[src/rtl/strobe_ddr_serializer.sv]
module strobe_ddr_serializer #(
  parameter int DATA_W = 22,
  parameter int CODE_W = 4,
  parameter logic [CODE_W-1:0] CODE = 4'b0101,
  parameter int SYNC_N = 2
) (
  input  logic              clk,
  input  logic              rst,
  input  logic              en,
  input  logic              strobe,
  input  logic [DATA_W-1:0] din,
  output logic              sdata,
  output logic              sclk,
  output logic              busy
);
  localparam int FRAME_W = DATA_W + CODE_W;
  localparam int CNT_W = $clog2(FRAME_W + 1);

  logic [SYNC_N-1:0]  sync_q;
  logic               sync_last;
  logic [FRAME_W-2:0] shr;
  logic [CNT_W-1:0]   cnt;
  logic               hold_v;
  logic [DATA_W-1:0]  hold_d;

  always_ff @(posedge clk) begin
    if (rst) begin
      sync_q    <= '0;
      sync_last <= 1'b0;
    end else begin
      sync_q    <= {sync_q[SYNC_N-2:0], strobe};
      sync_last <= sync_q[SYNC_N-1];
    end
  end

  wire rise      = en && sync_q[SYNC_N-1] && !sync_last;
  wire last      = busy && (cnt == CNT_W'(FRAME_W));
  wire from_hold = last && hold_v;
  wire from_in   = rise && (!busy || (last && !hold_v));
  wire start     = from_hold || from_in;

  wire [DATA_W-1:0]  word  = from_hold ? hold_d : din;
  wire [FRAME_W-1:0] frame = {CODE, word};

  always_ff @(posedge clk) begin
    if (rst || !en) begin
      sdata  <= 1'b0;
      sclk   <= 1'b0;
      busy   <= 1'b0;
      cnt    <= '0;
      shr    <= '0;
      hold_v <= 1'b0;
      hold_d <= '0;
    end else begin
      if (start) begin
        sdata <= frame[0];
        shr   <= frame[FRAME_W-1:1];
        cnt   <= CNT_W'(1);
        sclk  <= 1'b1;
        busy  <= 1'b1;
      end else if (last) begin
        sdata <= 1'b0;
        sclk  <= 1'b0;
        busy  <= 1'b0;
        cnt   <= '0;
      end else if (busy) begin
        sdata <= shr[0];
        shr   <= shr >> 1;
        cnt   <= cnt + CNT_W'(1);
        sclk  <= ~sclk;
      end

      if (from_hold) begin
        hold_v <= rise;
        hold_d <= din;
      end else if (rise && busy && !last && !hold_v) begin
        hold_v <= 1'b1;
        hold_d <= din;
      end
    end
  end
endmodule

[config.mk]
export PLATFORM = sky130hd
export DESIGN_NAME = strobe_ddr_serializer
export DESIGN_NICKNAME = d
export VERILOG_FILES = /design/src/rtl/strobe_ddr_serializer.sv
export SDC_FILE = /design/constraint.sdc
export NUM_CORES = 1
export LEC_CHECK = 0
export ABC_AREA = 1
export BUFFER_PORTS_ARGS = -buffer_cell sky130_fd_sc_hd__buf_2
export CORE_MARGIN = 2
export CORE_UTILIZATION = 40
export CTS_CLUSTER_SIZE = 16
export DETAILED_ROUTE_END_ITERATION = 6
export MAX_ROUTING_LAYER = met4
export PLACE_DENSITY = 0.54
export SLEW_MARGIN = 10
export SYNTH_ARGS = -nofsm -noshare
export SYNTH_HDL_FRONTEND = slang
export SYNTH_SLANG_ARGS = --single-unit
[constraint.sdc]
create_clock -name clk -period 1.6 [get_ports clk]
set_input_delay 0.32 -clock clk [delete_from_list [all_inputs] [get_ports clk]]
set_output_delay 0.32 -clock clk [all_outputs]
set_load 0.005 [all_outputs]
==> impl_metrics.toml <==
[global_route]
grt_overflow = 0
first_global_vias = 2617
grt_antenna_before_repair = 0
grt.total_usage_pct = 18.4
grt_pass1_wl_um = 12000
grt_start_max_net_pins = 45

[floorplan]
core.rowCount = 31
initial_core_util_pct = 41.0
die-area_um2 = 8100
io-pin-count = 29
fp.coreArea_um2 = 7210
die_height_um = 90.0
fp.dieW_um = 90.0

[synth]
synth-compound-area-share_pct = 9.64
synth_fp_nets = 476
yosys_warnings = 0
yosysTopAreaCell = "sky130_fd_sc_hd__dfxtp_1"
synth-async-reset-ratio_pct = 0
post_synth_adder_cell_area_pct = 0.846
synth.cell_area_um2 = 2960
synth_largest_type_area_fraction_pct = 39.2
synth-edff-count = 0
post_synth_xor_area_fraction_pct = 0.592
yosysSeqAreaShare_pct = 39.2
post_syn_area_per_cell_um2 = 6.61
synth.lib_cells_used.distinct = 23
yosys-top-cells-area = "sky130_fd_sc_hd__dfxtp_1 (39%), sky130_fd_sc_hd__nand2_1 (19%), sky130_fd_sc_hd__a21oi_1 (8.6%)"
synthesis.instances = 448
synth_flop_cell = "sky130_fd_sc_hd__dfxtp_1"
synth_top_family_by_area = "simple AND/OR/NAND/NOR gates"
ys_seq_elements = 58
post_synth_and_or_nand_nor_area_fraction_pct = 39.2
synth.mux.area_fraction_pct = 0

[timing]
fmax_ghz = 0.666
worst-slew-pin-transition_ns = 0.486
postLayoutSetupSlackWorst_ns = 0.0985
setup_viol = 0
final_hold_viol_count = 0
worst_clock_skew_on_the_final_layout_ns = 0.0117
min_cycle_time_layout_ns = 1.50
relSlewSlack_pct = 67.6
maxSlewViolCount = 0
layout_worst_path_cycle_share_pct = 93.8

[route]
drtAntennaViolNets = 0
drtPass1Iterations = 5
wirelength_um = 7650
wl_per_cell_um = 13.0
detailed_route_iter0_violations = 171
viasPerCell = 4.86
post-route-drc-count = 0
detailroute.via_count = 2849

[pwr]
static-leakage-power_nw = 1.70
vdd_drop_max_uv = 439
pwr_density_cell_nw_per_um2 = 854

[placement]
dp_slack_ns = -0.0134
port-buffer-count = 28
dp_hpwl_um = 4460
gp_routability_congestion = 0.750

[worst_setup_path]
ff2ff_setup_slack_ns = 0.1
worst_setup_path_end_kind = "flop"
critical_path.slowest_cell = "sky130_fd_sc_hd__dfxtp_2"
library_cell_appearing_most_often_on_the_critical_path = "sky130_fd_sc_hd__nand2_4"
timing.critical_path.from_type = "flop"
r2r_cells = 9
path_max_fanout = 11
cells_traversed_along_the_worst_timing_path = "inv_2 > ha_4 > nand2_4 > inv_4 > nand2_4 > nand4_4 > clkbuf_16 > a21oi_1 > nor2_1"
worst_path_largest_cell_delay_ns = 0.34
timing_worst_setup_path_type = "reg2reg"
critical_path_arrival_ns = 1.72
data_required_time_of_the_critical_path_ns = 1.82

[cts]
number_of_setup_buffers_added_after_cts = 0
max-clock-path-buffers = 2
cts.root.buffer_cell = "sky130_fd_sc_hd__clkbuf_8"
cts.htree.levels = 3
path_clk_slew_ns = 0.07
cts_tree = "yes"
clock_insertion_delay_worst_skew_ns = 0.33
tritoncts_buffer_count = 9
clock-sinks = 58

[layout]
area_growth_pct = 23.9
num_antenna_cells = 0
utilization_after_layout_pct = 50.8
drive_above_1_share_pct = 17.7
layout.filler_cells = 760
num-nets-final = 510

[run_status]
run_status = "finished, final reports clean"

[min_path]
holdPathStages = 3
holdCritPathClass = "in2reg"

[job]
drv.max_cap_violation_count = 0
[cell type report]
class	count	area [um2]	share of cell area (%)
Sequential cell	58	1160	31.7
Timing Repair Buffer	52	460	12.6
Multi-Input combinational cell	322	1540	42.1
Clock buffer	12	145	3.96
Tap cell	99	124	3.38
Inverter	39	156	4.27
Clock inverter	4	75.1	2.05
[worst paths after layout]
| kind | to | start |
|---|---|---|
| worst max-delay path | hold_d[7] | cnt[0] |
| worst min-delay path | sync_q[0] | strobe |
| worst max register to register | hold_d[7] | cnt[0] |
| worst min register to register | sync_q[1] | sync_q[0] |
[synth_stat cells, types with 3 or more instances]
cell type	n
sky130_fd_sc_hd__buf_2	18
sky130_fd_sc_hd__a21oi_1	51
sky130_fd_sc_hd__nand3_1	48
sky130_fd_sc_hd__dfxtp_1	58
sky130_fd_sc_hd__buf_6	3
sky130_fd_sc_hd__nor2_2	3
sky130_fd_sc_hd__buf_4	3
sky130_fd_sc_hd__clkbuf_1	5
sky130_fd_sc_hd__nand2_1	146
sky130_fd_sc_hd__inv_2	4
sky130_fd_sc_hd__inv_1	35
sky130_fd_sc_hd__o21ai_0	4
sky130_fd_sc_hd__nand3b_1	22
sky130_fd_sc_hd__nor2_1	34
[flip-flops by register name (all words and copies together) (netlist names)]
name / flops
busy: 1
cnt: 5
hold_d: 22
hold_v: 1
sclk: 1
sdata: 1
shr: 24
sync_last: 1
sync_q: 2
[cells by family (layout without fill, tap and decap cells)]
group / Yosys count / in the layout
AOI/OAI and AO/OA: 57 / 57
adders and majority gates: 2 / 2
and+or+nand+nor: 261 / 261
buffers and inverters: 68 / 107
xor gates and xnor gates: 2 / 2
DFF: 58 / 58
[metal layers]
metal	up-vias	GRT usage [%]	part of all wire (%)
met5	-	-	0
li1	1488	-	-
met1	1300	23.6	49
met4	0	7.69	0.69
met2	57	28.5	46
met3	4	3.44	4.1
[worst max-delay path, delay by kind of cell, from the launching register on]
kind / cells / cell delay [ns]
flip-flops: 1 / 0.34
buffers and inverters: 3 / 0.35
adder cells (fa/ha/maj): 1 / 0.15
AO/OA/AOI/OAI: 1 / 0.14
AND/OR/NAND/NOR: 4 / 0.42
[where the power goes]
group,total [mW],switching [mW],internal (mW)
Sequential,1.46,0.00564,1.45
Combinational,0.160,0.0978,0.0626
Clock,1.51,0.591,0.921
[placed cells by master, fill, tap and decap left out, drive strengths merged]
cell and instances:
a21oi 51, buf 48, bufinv 2, clkbuf 16
clkinvlp 2, dfxtp 58, ha 2, inv 39
nand2 148, nand3 48, nand3b 22, nand4 2
nor2 38, nor3 2, o21ai 6, or2 1
xor2 2
[metrics by stage]
stage / total power, mW / instance area [um2] / hold WS [ns] / std cells / TNS, ns
after global routing: 3.26 / 3670 / 0.186 / 586 / -0.0303
after floorplan: 1.57 / 2960 / 0.388 / 448 / 0
final: 3.13 / 3670 / 0.191 / 586 / 0
after CTS: 3.17 / 3470 / 0.174 / 581 / 0
after global placement: 1.64 / 3250 / 0.400 / 565 / 0
after detailed placement: 1.64 / 3250 / 0.407 / 565 / -0.0336
[timing repair]
action | in CTS | in global routing
setup endpoints to repair | 20 | 34
cloned | 0 | 5
hold buffers | 0 | 0
pin swaps | 0 | 4
gates resized for setup | 1 | 21
Note: power is estimated with default switching activity, not from simulation.
